===== src/rtl/scp_fault_ctrl.sv =====
module scp_fault_ctrl #(
  parameter int CNT_W    = 4,
  parameter int CODE_W   = 4,
  parameter int MAX_CODE = 10,
  parameter int QUIET_S  = 5
) (
  input  logic             clk,
  input  logic             rst_i,
  input  logic             cmp_raw_i,
  input  logic             en_i,
  input  logic [CODE_W-1:0] dly_code_i,
  input  logic [7:0]       rec_time_i,
  input  logic [CNT_W-1:0] latch_lim_i,
  input  logic             dsg_auto_i,
  input  logic             chg_auto_i,
  input  logic             host_rec_i,
  input  logic             latch_clr_i,
  input  logic             tick15_i,
  input  logic             tick1s_i,
  output logic             alert_o,
  output logic             fault_o,
  output logic             latched_o,
  output logic             dsg_off_o,
  output logic             chg_off_o
);
  localparam int TW = MAX_CODE;
  localparam int QW = $clog2(QUIET_S + 1);

  logic [1:0]       sync_q;
  logic             fault_q, latched_q;
  logic [TW-1:0]    dly_cnt;
  logic [7:0]       rec_cnt;
  logic [CNT_W-1:0] lat_cnt;
  logic [QW-1:0]    quiet_cnt;

  wire cmp_s = sync_q[1];
  wire arming = en_i & cmp_s & ~fault_q;

  logic [CODE_W-1:0] code_eff;
  logic [TW-1:0]     last_tick;
  always_comb begin
    code_eff = (dly_code_i > CODE_W'(MAX_CODE)) ? CODE_W'(MAX_CODE) : dly_code_i;
    last_tick = (code_eff == '0) ? '0 : ((TW'(1) << (code_eff - 1'b1)) - 1'b1);
  end

  wire trip = arming & ((code_eff == '0) | (tick15_i & (dly_cnt == last_tick)));

  wire [CNT_W-1:0] lat_inc = (lat_cnt == '1) ? lat_cnt : lat_cnt + 1'b1;

  wire timed_rec = (rec_time_i != 8'd0) & ~cmp_s & tick1s_i & (rec_cnt == rec_time_i - 8'd1);
  wire host_rec  = (rec_time_i == 8'd0) & host_rec_i;
  wire rec_done  = fault_q & ~latched_q & (timed_rec | host_rec);

  always_ff @(posedge clk) begin
    if (rst_i) begin
      sync_q    <= '0;
      fault_q   <= 1'b0;
      latched_q <= 1'b0;
      dly_cnt   <= '0;
      rec_cnt   <= '0;
      lat_cnt   <= '0;
      quiet_cnt <= '0;
    end else begin
      sync_q <= {sync_q[0], cmp_raw_i};

      if (!arming || trip)  dly_cnt <= '0;
      else if (tick15_i)    dly_cnt <= dly_cnt + 1'b1;

      if (trip)             fault_q <= 1'b1;
      else if (rec_done)    fault_q <= 1'b0;

      if (!fault_q || latched_q || cmp_s || rec_done) rec_cnt <= '0;
      else if (tick1s_i)                              rec_cnt <= rec_cnt + 1'b1;

      if (latch_clr_i) begin
        lat_cnt   <= '0;
        latched_q <= 1'b0;
        quiet_cnt <= '0;
      end else if (trip) begin
        lat_cnt   <= lat_inc;
        latched_q <= latched_q | (lat_inc >= latch_lim_i);
        quiet_cnt <= '0;
      end else if (fault_q) begin
        quiet_cnt <= '0;
      end else if (tick1s_i) begin
        if (quiet_cnt == QW'(QUIET_S - 1)) begin
          quiet_cnt <= '0;
          lat_cnt   <= '0;
        end else begin
          quiet_cnt <= quiet_cnt + 1'b1;
        end
      end
    end
  end

  assign alert_o   = arming;
  assign fault_o   = fault_q;
  assign latched_o = latched_q;
  assign dsg_off_o = latched_q | (fault_q & dsg_auto_i);
  assign chg_off_o = latched_q | (fault_q & chg_auto_i);
endmodule


===== config.mk =====
export PLATFORM = sky130hd
export DESIGN_NAME = scp_fault_ctrl
export DESIGN_NICKNAME = d
export VERILOG_FILES = /design/src/rtl/scp_fault_ctrl.sv
export SDC_FILE = /design/constraint.sdc
export NUM_CORES = 1
export LEC_CHECK = 0
export BUFFER_PORTS_ARGS = -buffer_cell sky130_fd_sc_hd__buf_2
export CAP_MARGIN = 20
export CORE_UTILIZATION = 45
export DETAILED_ROUTE_END_ITERATION = 10
export HOLD_SLACK_MARGIN = 0.12
export PLACE_DENSITY = 0.68
export SLEW_MARGIN = 10
export SYNTH_ARGS = -nofsm -noshare
export SYNTH_HDL_FRONTEND = slang
export SYNTH_SLANG_ARGS = --single-unit
export TNS_END_PERCENT = 50

===== constraint.sdc =====
create_clock -name clk -period 2.4 [get_ports clk]
set_input_delay 0.12 -clock clk [delete_from_list [all_inputs] [get_ports clk]]
set_output_delay 0.12 -clock clk [all_outputs]
set_load 0.05 [all_outputs]

==> results.cfg, run 1 <==
[status]
outcome = finished clean

[clock_network]
cts_tree = done
worstSkewPairLatency_ps = 270
h-tree-depth = 2
cts.sink_count = 29
cts_buffers = 5
clock-root-buffer = clkbuf_8
cts_buffer_depth = 2
clk_pin_slew_worst_paths_ps = 60

[run]
max-cap-violations = 0

[placed_design]
place_ws_ps = -101
post-dp-hpwl_microns = 3230
io_buffers = 30
gp_congestion = 0.817

[cells_and_area]
antennaDiodeCount = 0
area_growth_pct = 18.8
nets = 337
final_cell_mix = 30 x buf_2, 29 x dfxtp_1, 27 x nor2_1
fill_cells = 412
layout_commonest_cell = buf_2
utilization_pct = 56.2
post_route_cells_drive_above_1_share_pct = 20.3

[worst_setup_path]
cp_max_fo = 10
r2r-end = latched_o
reg2reg_slack_ps = 250
cp-start-kind = primary input
r2r_cells = 9
path_buf_inv = 1
r2r_start = lat_cnt[1]
critical-path-top-delay-family = simple AND/OR/NAND/NOR gates
cpMaxStageDelayCell = or4_4
path_cells = buf_2 -> nor2_2 -> nand3b_1 -> ha_1 -> and4bb_2 -> nor4_1 -> o22ai_1 -> and3_1 -> and3_4 -> or4_4 -> nor2_1
max_stage_delay_ps = 490
critPathArrivalTime_ps = 2380
crit_type = primary input to register
endpoint_kind = register
required_ps = 2600

[timing]
slew_violations = 0
relSlewSlack_pct = 72.4
finalCritPeriodShare_pct = 90.8
fin_worst_skew_ps = 10.1
finalSetupViolations = 0
hold_violations = 0
whs_ps = 187
max_freq_mhz = 459
grt_setup_unrepaired = no
worstMarginPinSlew_ps = 409
fin_crit_ps = 2180
finalWorstSetupSlack_ps = 220

[detailed_routing]
vias = 1911
drtAntennaViolNets = 0
finalWirelength_microns = 4260
wl_per_cell_microns = 12.1
drtIter0Drc = 72
vias_per_cell = 5.41
drc_errors = 0
dr.pass1.iters = 4

[die]
start_util_pct = 47.3
dieArea_sq_um = 4880
row_count = 24
core_area_sq_um = 4380
fp.dieW_microns = 69.9
die_h_microns = 69.9
io-pin-count = 31

[yosys]
synth_cells = 257
synth_edf_count = 0
ys_ff_latch = 29
yosysSeqAreaShare_pct = 28.0
avgSynthCellArea_sq_um = 8.07
yosysUniqueCellTypes = 52
synth_top_area_share_pct = 28.0
asyncSetResetFlopFracSynth_pct = 0
synth_ff_type = dfxtp_1
synth_area_leaders = dfxtp_1 28%, xor2_1 8.0%, ha_1 6.6%, xnor2_1 5.9%, nor2_1 5.1%
yosys.area.top_type = dfxtp_1
synthesis.nets = 294
synth_area_sq_um = 2070
synth_warnings = 0

[worst_hold_path]
worstHoldPathType = primary input to register
hold_depth = 3
hold_start = tick15_i
hold-path-endpoint = dly_cnt[0]

[power]
seqPwrFrac_pct = 45.6
p_int_mw = 0.815
clock_power_share_pct = 40.3
power_density_nw_per_um2 = 433
switching_share_pct = 23.6
p_sw_mw = 0.252
combPwrFrac_pct = 14.1
max-vdd-ir-drop_v = 0.000365
cellLeakagePower_nw = 1.06

[global_route]
gr-total-overflow = 0
antenna_found_initial = 0
grt_use_total_pct = 18.8
grt_max_degree = 15
grt_pass1_vias = 1796
grt_pass1_wl_microns = 7680
[power groups by stage]
stage,clock network (mW),registers (mW),logic [mW]
2_1_floorplan,0,0.497,0.0932
3_3_place_gp,0,0.497,0.141
3_5_place_dp,0,0.497,0.143
4_1_cts,0.444,0.487,0.148
5_1_grt,0.467,0.487,0.169
6_report,0.430,0.487,0.150
[worst max path at each step]
| stage | start | end | slack, ps | cells past startpoint |
|---|---|---|---|---|
| floorplan | dly_code_i[3] | dly_cnt[9] | 20 | 12 |
| global placement | dly_code_i[2] | lat_cnt[0] | -30 | 11 |
| detailed placement | dly_code_i[2] | lat_cnt[0] | -100 | 11 |
| CTS | dly_code_i[2] | dly_cnt[1] | 190 | 11 |
| global route | dly_code_i[2] | dly_cnt[7] | 60 | 11 |
| finish | dly_code_i[2] | dly_cnt[1] | 220 | 11 |
[metrics by stage]
step | instance area [sq um] | power (mW) | setup TNS, ps | cells
final | 2460 | 1.07 | 0 | 353
after global routing | 2460 | 1.12 | 0 | 353
after CTS | 2450 | 1.08 | 0 | 353
after detailed placement | 2320 | 0.641 | -1270 | 342
after global placement | 2320 | 0.638 | -28.0 | 342
after floorplan | 2070 | 0.590 | 0 | 257
[routing by layer]
| metal | part of all wire (%) | track usage, % | up-vias |
|---|---|---|---|
| met4 | 0.92 | 4.67 | 0 |
| met3 | 3.2 | 4.62 | 4 |
| met5 | 0 | 0 | - |
| met1 | 50 | 24.6 | 870 |
| li1 | - | - | 1001 |
| met2 | 46 | 31.2 | 36 |
[kinds of logic after synthesis]
kind of cell	Yosys count	share of synthesized area, %
and+or+nand+nor	112	29.1
muxes	9	4.41
xor gates and xnor gates	33	13.9
AOI/OAI and AO/OA	40	12.7
adders and majority gates	11	6.64
buffers and inverters	23	5.19
DFF	29	28.0
[synthesized netlist by cell type, drive strengths merged (2+ instances only)]
master  number
and3         7
a211o        2
a21oi       11
nand4        7
nor2b        4
xnor2       14
inv         15
and4bb       2
nor4b        2
mux2i        8
nor4         7
nor2        28
clkbuf       3
nor3b        2
ha          11
and2b        2
nand2b       4
o21ai        8
or3          2
nand2       22
nand3        8
xor2        19
nor3         6
dfxtp       29
a31oi        5
or2          2
o211ai       3
buf          5
[worst reg2reg max path, cell delays in order, from the launching register on]
cell	delay (ps)
dfxtp_1	390
ha_1	260
nand3_1	160
mux2_2	320
ha_1	270
a21o_1	150
a21oi_1	130
nor2b_1	70
o221ai_1	190
a21oi_1	90
[registers in the layout, indices dropped and copies added (netlist names)]
signal     count
dly_cnt       10
fault_o        1
lat_cnt        4
sync_q         2
rec_cnt        8
latched_o      1
quiet_cnt      3
[cell type report]
class | count | area [sq um] | share of cell area [%]
Tap cell | 52 | 65.1 | 2.64
Multi-Input combinational cell | 205 | 1400 | 56.7
Clock buffer | 7 | 96.3 | 3.91
Clock inverter | 1 | 5.00 | 0.203
Timing Repair Buffer | 44 | 263 | 10.7
Inverter | 15 | 56.3 | 2.29
Sequential cell | 29 | 581 | 23.6
[timing repair]
| item | CTS | global route |
|---|---|---|
| endpoints found under the setup margin | 0 | 10 |
| hold buffers | 3 | 0 |
| buffers inserted | 0 | 0 |
| hold endpoints to repair | 3 | 0 |
| resized for setup | 0 | 3 |
(Power assumes the default switching activity.)
==> run 2: changes to the inputs <==
CORE_MARGIN = 3   (was default)
==> run 2 against run 1 <==
Against the previous run:
- first-iteration DRC count did not move
- clock-buffer cell count did not move
- largest power group unchanged
- hold slack got worse by 9.0 ps
- register-to-register slack improved by 20 ps
- largest cell class unchanged
- combinational power fell by 3%
- sequential power barely moved
- die area rose by 12%
- worst setup slack got worse by 39 ps
==> results.cfg, run 2 (same netlist as run 1, synthesis figures left out) <==
[detailed_routing]
drtIter0Drc = 72
drtAntennaViolNets = 0
drc_errors = 0
dr.pass1.iters = 4
finalWirelength_microns = 4280
vias = 1868
vias_per_cell = 5.31
wl_per_cell_microns = 12.2

[timing]
grt_setup_unrepaired = no
slew_violations = 0
fin_worst_skew_ps = 5.22
max_freq_mhz = 451
worstMarginPinSlew_ps = 462
fin_crit_ps = 2220
finalSetupViolations = 0
setup_tns_ps = 0
finalCritPeriodShare_pct = 92.4
relSlewSlack_pct = 68.8
hold_violations = 0
whs_ps = 178

[worst_setup_path]
cp-start-kind = primary input
path_common_cell = nor2_1
cp_max_fo = 10
critPathArrivalTime_ps = 2430
cpMaxStageDelayCell = or4_4
path_cells = buf_2 -> nor2_1 -> nand3b_1 -> ha_1 -> nor4b_1 -> o21ai_0 -> or3b_2 -> a31oi_1 -> and3_4 -> or4_4 -> nor2_1
crit_type = primary input to register
required_ps = 2610
max_stage_delay_ps = 500
endpoint_kind = register

[cells_and_area]
area_growth_pct = 17.5
utilization_pct = 55.2
layout_commonest_cell = buf_2
nets = 337
fin_cells = 352
final_cell_mix = 30 x buf_2, 29 x dfxtp_1, 28 x nor2_1
largest-register = dly_cnt
fin_area_sq_um = 2440
post_route_cells_drive_above_1_share_pct = 18.7
largest_register_ff_count = 10
antennaDiodeCount = 0
top_regs = dly_cnt x10, rec_cnt x8, lat_cnt x4

[clock_network]
clock-root-buffer = clkbuf_8
cts_buffers = 5
cts.sink_count = 29
holdBufCountCts = 3
worstSkewPairLatency_ps = 280
cts_resized = 0
cts_tree = done
clk_pin_slew_worst_paths_ps = 60
post_cts_buffers = 0
cts_buffer_depth = 2
h-tree-depth = 2

[placed_design]
io_buffers = 30
post-dp-hpwl_microns = 3320
dpl.cell_count = 342
placed_cell_area_sq_um = 2320
gp_congestion = 0.752

[die]
fp.dieW_microns = 73.9
row_count = 24
dieArea_sq_um = 5460
io-pin-count = 31
core_area_sq_um = 4410
start_util_pct = 47.0
die_h_microns = 73.9

[global_route]
gr-total-overflow = 0
antenna_found_initial = 0
use_met2_pct = 27.6
busiest_layer = met2
grt_pass1_vias = 1749
use_met3_pct = 4.92
grt_pass1_wl_microns = 7360
grt_max_degree = 15
met1_usage_pct = 21.9
grt_use_total_pct = 17.1

[power]
max-vdd-ir-drop_v = 0.000298
cellLeakagePower_nw = 1.05
power_density_nw_per_um2 = 422

[status]
outcome = finished clean

[worst_hold_path]
worstHoldPathType = primary input to register

[run]
max-cap-violations = 0
[run 2: routing by layer]
metal / vias to the layer above / routed length [microns]
li1: 999 / -
met1: 839 / 2160
met2: 25 / 1900
met3: 5 / 165
met4: 0 / 52
met5: - / 0
[run 2: worst paths after layout]
kind	cells after the start	from	slack, ps	endpoint
worst max-delay path	11	dly_code_i[2]	180	dly_cnt[8]
worst max register to register	9	lat_cnt[1]	270	latched_o
worst min-delay path	4	latch_clr_i	180	lat_cnt[1]
worst min register to register	1	sync_q[0]	430	sync_q[1]
[run 2: area by class of cell]
class                      instances  area [sq um]
fill                             441          1980
multi-input combinational        205          1390
sequential                        29           581
timing repair buffer              44           263
clock buffer                       7          86.3
tap                               52          65.1
inverter                          15          56.3
[run 2: critical path, delay by kind of cell]
kind | cells | cell delay [ps]
AND/OR/NAND/NOR | 7 | 1690
adder cells (fa/ha/maj) | 1 | 270
AO/OA/AOI/OAI | 2 | 220
buffers and inverters | 1 | 100
[run 2: power breakdown]
group | leakage (nW) | switching (mW) | internal, mW
logic | 0.770 | 0.0752 | 0.0712
registers | 0.234 | 0.00206 | 0.485
clock network | 0.0443 | 0.169 | 0.227
[run 2: through the flow]
stage,setup slack [ps],power [mW]
after floorplan,18.3,0.590
after global placement,-13.3,0.637
after detailed placement,-91.2,0.639
after CTS,193,1.04
after global routing,1.16,1.08
final,181,1.03
